[src/rtl/gpio_pkg.sv]
package gpio_pkg;

  // Word addresses on the host bus
  localparam logic [1:0] ADDR_LEVEL = 2'd0;
  localparam logic [1:0] ADDR_SET   = 2'd1;
  localparam logic [1:0] ADDR_CLR   = 2'd2;
  localparam logic [1:0] ADDR_DIR   = 2'd3;

  // Strobes from the decoder to the datapath
  typedef struct packed {
    logic ldLatch;
    logic orLatch;
    logic andnLatch;
    logic ldDir;
  } gpioStrobes_t;

  typedef enum logic [1:0] {
    RD_ZERO  = 2'd0,
    RD_LEVEL = 2'd1,
    RD_LATCH = 2'd2,
    RD_DIR   = 2'd3
  } gpioRdSel_t;

endpackage

[src/rtl/gpio_lane_map.sv]
// Maps between bus bit order and pin order. The mapping is its own inverse,
// so the same module serves the write and the read path.
module gpio_lane_map #(
  parameter int DATA_W    = 32,
  parameter bit MIRROR    = 1'b0,
  parameter bit BYTE_SWAP = 1'b0
) (
  input  logic [DATA_W-1:0] dIn,
  output logic [DATA_W-1:0] dOut
);
  localparam int NBYTES = DATA_W / 8;

  for (genvar n = 0; n < DATA_W; n++) begin : gLane
    localparam int REG_BIT = MIRROR ? (DATA_W - 1 - n) : n;
    localparam int BUS_BIT = BYTE_SWAP ? ((NBYTES - 1 - REG_BIT / 8) * 8 + REG_BIT % 8)
                                       : REG_BIT;
    assign dOut[n] = dIn[BUS_BIT];
  end
endmodule

[src/rtl/gpio_ctrl.sv]
// Address decode: turns bus strobes into datapath strobes and a read select.
module gpio_ctrl
  import gpio_pkg::*;
#(
  parameter bit HAS_CLEAR = 1'b1
) (
  input  logic         busWr,
  input  logic [1:0]   busAddr,
  output gpioStrobes_t strobes,
  output gpioRdSel_t   rdSel
);
  always_comb begin
    strobes = '0;
    if (busWr) begin
      unique case (busAddr)
        ADDR_LEVEL: strobes.ldLatch   = HAS_CLEAR;
        ADDR_SET: begin
          strobes.orLatch = HAS_CLEAR;
          strobes.ldLatch = !HAS_CLEAR;
        end
        ADDR_CLR:   strobes.andnLatch = HAS_CLEAR;
        ADDR_DIR:   strobes.ldDir     = 1'b1;
        default:    strobes = '0;
      endcase
    end
  end

  always_comb begin
    unique case (busAddr)
      ADDR_LEVEL: rdSel = RD_LEVEL;
      ADDR_SET:   rdSel = HAS_CLEAR ? RD_ZERO : RD_LATCH;
      ADDR_CLR:   rdSel = RD_ZERO;
      ADDR_DIR:   rdSel = RD_DIR;
      default:    rdSel = RD_ZERO;
    endcase
  end
endmodule

[src/rtl/gpio_datapath.sv]
// Output latch, direction register, input synchronizer and read mux.
// Everything here is in pin order.
module gpio_datapath
  import gpio_pkg::*;
#(
  parameter int DATA_W       = 32,
  parameter bit DIR_IS_INPUT = 1'b0,
  parameter bit READ_OUT     = 1'b0
) (
  input  logic              clk,
  input  logic              rstN,
  input  gpioStrobes_t      strobes,
  input  gpioRdSel_t        rdSel,
  input  logic [DATA_W-1:0] wrPins,
  input  logic [DATA_W-1:0] pinIn,
  output logic [DATA_W-1:0] rdPins,
  output logic [DATA_W-1:0] pinOut,
  output logic [DATA_W-1:0] pinOe
);
  localparam logic [DATA_W-1:0] DIR_RESET = {DATA_W{DIR_IS_INPUT}};

  logic [DATA_W-1:0] outLatch;
  logic [DATA_W-1:0] dirReg;
  logic [DATA_W-1:0] syncA;
  logic [DATA_W-1:0] syncB;
  logic [DATA_W-1:0] levelView;

  always_ff @(posedge clk or negedge rstN) begin
    if (!rstN) begin
      outLatch <= '0;
      dirReg   <= DIR_RESET;
      syncA    <= '0;
      syncB    <= '0;
    end else begin
      syncA <= pinIn;
      syncB <= syncA;
      if (strobes.ldLatch)        outLatch <= wrPins;
      else if (strobes.orLatch)   outLatch <= outLatch | wrPins;
      else if (strobes.andnLatch) outLatch <= outLatch & ~wrPins;
      if (strobes.ldDir)          dirReg   <= wrPins;
    end
  end

  if (DIR_IS_INPUT) begin : gDirIn
    assign pinOe = ~dirReg;
  end else begin : gDirOut
    assign pinOe = dirReg;
  end

  if (READ_OUT) begin : gReadOut
    for (genvar n = 0; n < DATA_W; n++) begin : gPin
      assign levelView[n] = pinOe[n] ? outLatch[n] : syncB[n];
    end
  end else begin : gReadPin
    assign levelView = syncB;
  end

  always_comb begin
    unique case (rdSel)
      RD_LEVEL: rdPins = levelView;
      RD_LATCH: rdPins = outLatch;
      RD_DIR:   rdPins = dirReg;
      default:  rdPins = '0;
    endcase
  end

  assign pinOut = outLatch;
endmodule

[src/rtl/gpio_mmio_port.sv]
module gpio_mmio_port
  import gpio_pkg::*;
#(
  parameter int DATA_W       = 32,
  parameter bit HAS_CLEAR    = 1'b1,
  parameter bit DIR_IS_INPUT = 1'b0,
  parameter bit MIRROR       = 1'b0,
  parameter bit BYTE_SWAP    = 1'b0,
  parameter bit READ_OUT     = 1'b0
) (
  input  logic              clk,
  input  logic              rstN,
  input  logic              busWr,
  input  logic [1:0]        busAddr,
  input  logic [DATA_W-1:0] busWrData,
  output logic [DATA_W-1:0] busRdData,
  input  logic [DATA_W-1:0] pinIn,
  output logic [DATA_W-1:0] pinOut,
  output logic [DATA_W-1:0] pinOe
);
  // Build checks
  if (!(DATA_W == 8 || DATA_W == 16 || DATA_W == 32 || DATA_W == 64)) begin : gBadWidth
    $error("gpio_mmio_port: DATA_W must be 8, 16, 32 or 64");
  end
  if (BYTE_SWAP && DATA_W == 64) begin : gBadSwap
    $error("gpio_mmio_port: byte swap is not allowed at 64 bits");
  end

  gpioStrobes_t      strobes;
  gpioRdSel_t        rdSel;
  logic [DATA_W-1:0] wrPins;
  logic [DATA_W-1:0] rdPins;

  gpio_lane_map #(.DATA_W(DATA_W), .MIRROR(MIRROR), .BYTE_SWAP(BYTE_SWAP)) wrMapI (
    .dIn(busWrData), .dOut(wrPins)
  );

  gpio_ctrl #(.HAS_CLEAR(HAS_CLEAR)) ctrlI (
    .busWr(busWr), .busAddr(busAddr), .strobes(strobes), .rdSel(rdSel)
  );

  gpio_datapath #(.DATA_W(DATA_W), .DIR_IS_INPUT(DIR_IS_INPUT), .READ_OUT(READ_OUT)) dpI (
    .clk(clk), .rstN(rstN), .strobes(strobes), .rdSel(rdSel), .wrPins(wrPins),
    .pinIn(pinIn), .rdPins(rdPins), .pinOut(pinOut), .pinOe(pinOe)
  );

  gpio_lane_map #(.DATA_W(DATA_W), .MIRROR(MIRROR), .BYTE_SWAP(BYTE_SWAP)) rdMapI (
    .dIn(rdPins), .dOut(busRdData)
  );
endmodule

[config.mk]
export PLATFORM = sky130hd
export DESIGN_NAME = gpio_mmio_port
export DESIGN_NICKNAME = d
export VERILOG_FILES = /design/src/rtl/gpio_pkg.sv /design/src/rtl/gpio_lane_map.sv /design/src/rtl/gpio_ctrl.sv /design/src/rtl/gpio_datapath.sv /design/src/rtl/gpio_mmio_port.sv
export SDC_FILE = /design/constraint.sdc
export NUM_CORES = 1
export LEC_CHECK = 0
export ABC_AREA = 1
export BUFFER_PORTS_ARGS = -buffer_cell sky130_fd_sc_hd__buf_2
export CORE_MARGIN = 2
export CORE_UTILIZATION = 39
export CTS_BUF_LIST = sky130_fd_sc_hd__clkbuf_8
export DETAILED_ROUTE_END_ITERATION = 6
export GPL_TIMING_DRIVEN = 0
export SKIP_CTS_REPAIR_TIMING = 1
export SYNTH_ARGS = -nofsm -noshare
export SYNTH_HDL_FRONTEND = slang
export SYNTH_SLANG_ARGS = --single-unit
[constraint.sdc]
create_clock -name clk -period 1.6 [get_ports clk]
set_input_delay 0.24 -clock clk [delete_from_list [all_inputs] [get_ports clk]]
set_output_delay 0.24 -clock clk [all_outputs]
set_load 0.1 [all_outputs]
==> out/summary.json, run 1 <==
{
  "crit_path_start_kind": "register",
  "synthCells": 589,
  "global_route.overflow_total": 0,
  "worst_skew_pair.late_latency_ns": 0.45,
  "fin_crit_ns": 1.702,
  "synth_simple_gate_area_share_pct": 24.08,
  "final_net_count": 908,
  "pin_count_of_the_biggest_net_entering_global_routing": 97,
  "port_buffers": 164,
  "finalSetupViolations": 31,
  "worst_clock_skew_ns": 0.007542,
  "power_density_nw_per_um2": 1325,
  "ant_nets": 0,
  "ys.warnings.count": 0,
  "worst_ir_drop_vdd_mv": 0.9038,
  "first_iter_violations": 322,
  "vias": 4765,
  "cts_num_sinks": 128,
  "post_synth.cell_area_avg_sq_um": 8.688,
  "finalWeightedCongestion": 0.8047,
  "final_cells": 1020,
  "hold_viol": 0,
  "floorplan.initialDensity_pct": 40.22,
  "p_total_mw": 11.48,
  "die_y_microns": 118.6,
  "cts_made_buffers": 17,
  "timing_worst_setup_path_type": "reg -> out",
  "cts_buffer_depth": 2,
  "status": "finished, violations left",
  "critical_path.endpoint_type": "primary output",
  "synth_compound_gate_area_share_pct": 6.406,
  "boundaryPins": 165,
  "worstPathMaxFanout": 3,
  "hold_path.class": "in -> reg",
  "ys_ff_latch": 128,
  "gr-usage-all-layers_pct": 21.13,
  "drive_gt1_share_pct": 51.42,
  "syn_nets": 662,
  "via_per_inst": 4.672,
  "avgRoutedWirePerCell_microns": 15.75,
  "std_cell_rows": 41,
  "synth-adder-area-share_pct": 0.9780,
  "area_growth_syn_to_layout_pct": 69.24,
  "fraction_of_the_yosys_area_taken_by_sequential_cells_pct": 62.59,
  "dp_wirelength_mm": 10.02,
  "drt-total-wl_mm": 16.06,
  "htree_num_levels": 4,
  "count_of_final_max_slew_check_failures": 0,
  "grt_first_pass_wirelength_mm": 22.83,
  "synth_top_family_by_area": "simple AND/OR/NAND/NOR gates",
  "max-slew-margin-rel_pct": 65.47,
  "drc": 0,
  "timing.max_cap.violations": 0,
  "synth_area_sq_um": 5117,
  "clockRootBuffer": "sky130_fd_sc_hd__clkbuf_8",
  "worstPathArrival_ns": 1.46,
  "clk_pin_slew_ns": 0.07,
  "grt_setup_unrepaired": "yes",
  "placed_cells_incl_taps": 926,
  "post-route-period-util_pct": 106.4,
  "die_w_microns": 118.6,
  "insertedDiodeCount": 0,
  "fp.dieArea_sq_um": 14050,
  "required_time_of_the_worst_setup_path_ns": 1.36,
  "placeableCoreArea_sq_um": 12720,
  "power.leakage_nw": 4.227,
  "netlist-cell-type-count": 15,
  "first_global_vias": 4504,
  "number_of_antenna_violations_at_the_first_check_in_global_routing": 0,
  "failed_checks": "setup timing",
  "postLayoutSetupSlackWorst_ns": -0.1020,
  "timing.fmax_mhz": 587.6,
  "detailedRoute.firstPassIterationCount": 4,
  "cts_tree": "done",
  "max_slew.worst_pin.slew_ns": 0.5180,
  "synth.area.mux_share_pct": 0,
  "post_synthesis_share_of_cell_area_spent_on_xor_and_xnor_gates_pct": 0
}
[worst paths after layout]
check                      slack [ns]     startpoint           endpoint  cells past startpoint
hold reg to reg                  0.35  dpI.syncA[22]  dpI.levelView[22]                      0
setup reg to reg                 0.78  dpI.pinOe[12]      dpI.pinOe[12]                      3
min in group asynchronous        0.25           rstN      dpI.syncA[31]                      2
hold / removal                  0.009  busWrData[19]           register                      3
max in group asynchronous        0.52           rstN      dpI.pinOe[13]                      3
setup / recovery                -0.10  dpI.pinOe[11]      busRdData[11]                      5
[synthesized netlist by cell type]
cell type | instances | area, sq um
sky130_fd_sc_hd__o21a_1 | 1 | 7.510
sky130_fd_sc_hd__nand2_2 | 1 | 6.260
sky130_fd_sc_hd__dfrtp_1 | 128 | 3203
sky130_fd_sc_hd__buf_2 | 15 | 75.07
sky130_fd_sc_hd__inv_1 | 35 | 131.4
sky130_fd_sc_hd__inv_2 | 1 | 3.750
sky130_fd_sc_hd__nand3_2 | 1 | 10.01
sky130_fd_sc_hd__a21oi_1 | 32 | 160.2
sky130_fd_sc_hd__clkbuf_2 | 3 | 15.01
sky130_fd_sc_hd__nor2_1 | 32 | 120.1
sky130_fd_sc_hd__clkbuf_1 | 3 | 11.26
sky130_fd_sc_hd__o21ai_0 | 32 | 160.2
sky130_fd_sc_hd__nand2_1 | 292 | 1096
sky130_fd_sc_hd__buf_4 | 9 | 67.56
sky130_fd_sc_hd__ha_1 | 4 | 50.05
[logic make-up after synthesis]
family,count (synthesis)
AND/OR/NAND/NOR,326
adder cells (fa/ha/maj),4
flip-flops,128
buffers and inverters,66
AO/OA/AOI/OAI,65
[per-stage QoR]
stage          utilization [%]  cell area, sq um  worst slack, ns  TNS, ns  hold slack (ns)
2_1_floorplan                -              5533          -0.1469   -4.318         -0.05559
6_report                 68.08              8661          -0.1020   -1.048         0.008568
3_5_place_dp             51.90              6603          -0.5061   -15.18           0.1511
3_3_place_gp             51.63              6569           -1.591  -201.89           0.3321
4_1_cts                  55.07              7007          -0.5130   -15.29          -0.3406
5_1_grt                  68.08              8661          -0.1545   -2.193         0.007632
[worst max-delay path, cell delays in order, from the launching register on]
cell                      delay [ns]
sky130_fd_sc_hd__dfrtp_2        0.43
sky130_fd_sc_hd__nand2_1        0.07
sky130_fd_sc_hd__nand2_1        0.11
sky130_fd_sc_hd__a21oi_4        0.19
sky130_fd_sc_hd__nor2_4         0.05
sky130_fd_sc_hd__buf_12         0.17
[routing by layer]
| layer | track usage, % | share of wire [%] | vias to the layer above |
|---|---|---|---|
| li1 | - | - | 2287 |
| met3 | 7.046 | 5.4 | 16 |
| met1 | 26.45 | 41 | 2316 |
| met5 | 0 | 0 | - |
| met4 | 8.185 | 1.4 | 0 |
| met2 | 33.87 | 52 | 146 |
[cells in the final DEF (no fill, tap or decap)]
cell type                       instances
sky130_fd_sc_hd__buf_6                 10
sky130_fd_sc_hd__clkinv_4               4
sky130_fd_sc_hd__ha_4                   2
sky130_fd_sc_hd__a21oi_2                4
sky130_fd_sc_hd__nand2_1              247
sky130_fd_sc_hd__clkbuf_4              11
sky130_fd_sc_hd__nand3_2                1
sky130_fd_sc_hd__a21oi_4               28
sky130_fd_sc_hd__clkinvlp_4             2
sky130_fd_sc_hd__nand2_4                1
sky130_fd_sc_hd__inv_6                  1
sky130_fd_sc_hd__nand2_2               45
sky130_fd_sc_hd__inv_12                 1
sky130_fd_sc_hd__clkinv_2               6
sky130_fd_sc_hd__buf_16                 1
sky130_fd_sc_hd__buf_4                 42
sky130_fd_sc_hd__clkbuf_8              17
sky130_fd_sc_hd__buf_2                118
sky130_fd_sc_hd__buf_12                36
sky130_fd_sc_hd__dfrtp_1               64
sky130_fd_sc_hd__inv_1                 33
sky130_fd_sc_hd__o21a_1                 1
sky130_fd_sc_hd__dlygate4sd3_1         33
sky130_fd_sc_hd__clkbuf_2               3
sky130_fd_sc_hd__dfrtp_2               64
sky130_fd_sc_hd__ha_1                   2
sky130_fd_sc_hd__nor2_4                32
sky130_fd_sc_hd__bufinv_16              3
sky130_fd_sc_hd__clkinv_8               1
sky130_fd_sc_hd__o21ai_0               32
sky130_fd_sc_hd__clkbuf_16              3
[power breakdown]
part | switching [mW] | total (mW) | internal, mW | leakage, nW
clock network | 1.32 | 2.84 | 1.53 | 0.205
logic | 3.53 | 4.65 | 1.12 | 2.56
registers | 0.343 | 3.99 | 3.64 | 1.46
[area by class of cell]
class                   count  area [sq um]
repair buffers            230          2022
clock buffers              17         234.0
fillers                   979          4061
inverters                  36         165.2
multi-input cells         395          2323
clock inverters            15         170.2
flip-flops and latches    128          3283
plain buffers              27         247.7
well taps                 172         215.2
(Power assumes the default switching activity.)
==> run 2: changes to the inputs <==
CORE_MARGIN = not set   (was 2)
PLACE_DENSITY = 0.61   (was not set)
==> out/summary.json, run 2 (synthesis results as in run 1) <==
{
  "status": "finished, violations left",
  "failed_checks": "setup timing",
  "fp.dieArea": {"value": 13580, "unit": "sq um", "change": "-3.3%"},
  "worst_skew_pair.late_latency": {"value": 0.46, "unit": "ns", "change": "about the same"},
  "detailedRoute.firstPassIterationCount": {"value": 5, "change": "+1"},
  "cts_buffer_depth": {"value": 2, "change": "unchanged"},
  "finalSetupViolations": {"value": 30, "change": "-3.2%"},
  "std_cell_rows": {"value": 41, "change": "unchanged"},
  "cts_num_sinks": {"value": 128, "change": "unchanged"},
  "worstPathMaxFanout": {"value": 3, "change": "unchanged"},
  "layout.filler_cells": {"value": 954, "change": "-2.6%"},
  "htree_num_levels": {"value": 4, "change": "unchanged"},
  "finalWeightedCongestion": {"value": 0.7712, "change": "-4.2%"},
  "most_common_cell_after_layout_fill_and_taps_aside": "sky130_fd_sc_hd__nand2_1",
  "die_y": {"value": 116.6, "unit": "microns", "change": "-1.7%"},
  "clk_pin_slew": {"value": 0.07, "unit": "ns", "change": "about the same"},
  "rr_endpoint": "dpI.pinOe[19]",
  "grt_first_pass_wirelength": {"value": 22.11, "unit": "mm", "change": "-3.1%"},
  "ant_nets": {"value": 0, "change": "unchanged"},
  "clockRootBuffer": "sky130_fd_sc_hd__clkbuf_8",
  "area_growth_syn_to_layout_pct": 71.88,
  "power.leakage": {"value": 4.274, "unit": "nW", "change": "+1.1%"},
  "via_per_inst": {"value": 4.727, "change": "+1.2%"},
  "timing_worst_setup_path_type": "reg -> out",
  "post-route-period-util": {"value": 104.4, "unit": "%", "change": "-2.0 points"},
  "insertedDiodeCount": {"value": 0, "change": "unchanged"},
  "cts_made_buffers": {"value": 17, "change": "unchanged"},
  "worst_ir_drop_vdd": {"value": 0.9940, "unit": "mV", "change": "+10%"},
  "worst_clock_skew": {"value": 0.01058, "unit": "ns", "change": "+0.003037 ns"},
  "count_of_final_max_slew_check_failures": {"value": 0, "change": "unchanged"},
  "placeableCoreArea": {"value": 12720, "unit": "sq um", "change": "unchanged"},
  "drive_gt1_share": {"value": 51.00, "unit": "%", "change": "-0.42 points"},
  "final_net_count": {"value": 913, "change": "+0.55%"},
  "worstPathArrival": {"value": 1.43, "unit": "ns", "change": "-0.03 ns"},
  "power_density": {"value": 1367, "unit": "nW/um^2", "change": "+3.1%"},
  "hold_path.class": "in -> reg",
  "fin_crit": {"value": 1.670, "unit": "ns", "change": "-0.03174 ns"},
  "required_time_of_the_worst_setup_path": {"value": 1.36, "unit": "ns", "change": "about the same"},
  "critPathLaunch": "dpI.pinOe[9]",
  "flop2flop_setup_slack": {"value": 0.78, "unit": "ns", "change": "about the same"},
  "fin_worst_hold_slack": {"value": 0.0004021, "unit": "ns", "change": "-0.008166 ns"},
  "critical_path.endpoint_type": "primary output",
  "postLayoutSetupSlackWorst": {"value": -0.07024, "unit": "ns", "change": "+0.03174 ns"},
  "multi_input_comb_area": {"value": 2316, "unit": "sq um", "change": "-0.32%"},
  "worst_r2r_startpoint": "dpI.pinOe[19]",
  "timing.max_cap.violations": {"value": 0, "change": "unchanged"},
  "boundaryPins": {"value": 165, "change": "unchanged"},
  "mostFrequentLayoutCells": "244 x sky130_fd_sc_hd__nand2_1, 117 x sky130_fd_sc_hd__buf_2, 64 x sky130_fd_sc_hd__dfrtp_2, 64 x sky130_fd_sc_hd__dfrtp_1, 48 x sky130_fd_sc_hd__nand2_2",
  "placement.setup.worst_slack": {"value": -0.4935, "unit": "ns", "change": "+0.01261 ns"},
  "cts_tree": "done",
  "avgRoutedWirePerCell": {"value": 16.18, "unit": "microns", "change": "+2.8%"},
  "crit_path_start_kind": "register",
  "hold_viol": {"value": 0, "change": "unchanged"},
  "grt_setup_unrepaired": "yes",
  "number_of_antenna_violations_at_the_first_check_in_global_routing": {"value": 0, "change": "unchanged"},
  "drc": {"value": 0, "change": "unchanged"},
  "max_slew.worst_pin.slew": {"value": 0.5176, "unit": "ns", "change": "-0.0003569 ns"},
  "regArea": {"value": 3283, "unit": "sq um", "change": "unchanged"},
  "first_iter_violations": {"value": 257, "change": "-20%"},
  "drt-total-wl": {"value": 16.59, "unit": "mm", "change": "+3.3%"},
  "port_buffers": {"value": 164, "change": "unchanged"},
  "global_route.overflow_total": {"value": 0, "change": "unchanged"},
  "die_w": {"value": 116.6, "unit": "microns", "change": "-1.7%"},
  "gr-usage-all-layers": {"value": 22.28, "unit": "%", "change": "+1.2 points"},
  "postLayoutCoreUtil": {"value": 69.14, "unit": "%", "change": "+1.1 points"},
  "timing.hold.worst_path_depth": {"value": 3, "change": "unchanged"},
  "r2r.worst_path.cells": {"value": 3, "change": "unchanged"},
  "crit_end": "busRdData[9]",
  "dp_wirelength": {"value": 9.783, "unit": "mm", "change": "-2.4%"},
  "timing.fmax": {"value": 598.7, "unit": "MHz", "change": "+1.9%"},
  "first_global_vias": {"value": 4412, "change": "-2.0%"},
  "floorplan.initialDensity": {"value": 40.22, "unit": "%", "change": "unchanged"},
  "max-slew-margin-rel": {"value": 65.73, "unit": "%", "change": "+0.26 points"},
  "vias": {"value": 4845, "change": "+1.7%"},
  "pin_count_of_the_biggest_net_entering_global_routing": {"value": 86, "change": "-11%"}
}
==> run 2: cell count changes in the layout (fill, tap and decap cells not counted), sizes merged <==
cell	previous run	this run
buf	207	198
dlygate4sd3	33	42
clkbuf	34	40
clkinv	11	7
bufinv	3	6
==> run 2: stage by stage <==
step | total power [mW] | cells | setup TNS (ns) | instance area [sq um]
2_1_floorplan | 7.127 | 589 | -4.318 | 5533
3_5_place_dp | 7.913 | 926 | -14.85 | 6603
5_1_grt | 12.43 | 1025 | -2.306 | 8796
6_report | 12.02 | 1025 | -1.129 | 8796
4_1_cts | 11.28 | 958 | -14.92 | 7087
3_3_place_gp | 7.854 | 925 | -202.00 | 6569
==> run 2: worst min-delay path by stage <==
stage,to,slack (ns),from
final,register,0.0004,busWrData[21]
after global routing,register,-0.00009,busWrData[25]
after CTS,dpI.levelView[4],-0.31,rstN
after detailed placement,dpI.levelView[7],0.18,rstN
after global placement,dpI.levelView[23],0.33,dpI.syncA[23]
after floorplan,async pin,-0.06,rstN
==> run 2: final cells by class <==
| cell class | instances | share of cell area (%) |
|---|---|---|
| inverter | 36 | 1.878 |
| multi-input combinational | 395 | 26.33 |
| sequential | 128 | 37.33 |
| tap | 172 | 2.447 |
| buffer | 28 | 2.859 |
| timing repair buffer | 234 | 23.66 |
| clock buffer | 18 | 2.817 |
| clock inverter | 14 | 2.688 |
==> run 2: critical path, stage by stage (launching register included) <==
cell	delay, ns
sky130_fd_sc_hd__dfrtp_2	0.43
sky130_fd_sc_hd__nand2_1	0.08
sky130_fd_sc_hd__nand2_1	0.07
sky130_fd_sc_hd__a21oi_2	0.17
sky130_fd_sc_hd__nor2_4	0.06
sky130_fd_sc_hd__buf_12	0.17
==> run 2: power by group <==
group          internal [mW]  switching [mW]
Sequential              3.64           0.346
Clock                   2.05            1.33
Combinational           1.11            3.54
Total                   6.81            5.22
==> run 2: routing by layer <==
metal / vias up / routed length (microns) / track usage [%]
met2: 166 / 8586 / 36.88
met3: 23 / 893 / 7.940
met4: 0 / 276 / 8.692
met5: - / 0 / 0
met1: 2353 / 6832 / 26.60
li1: 2303 / - / -
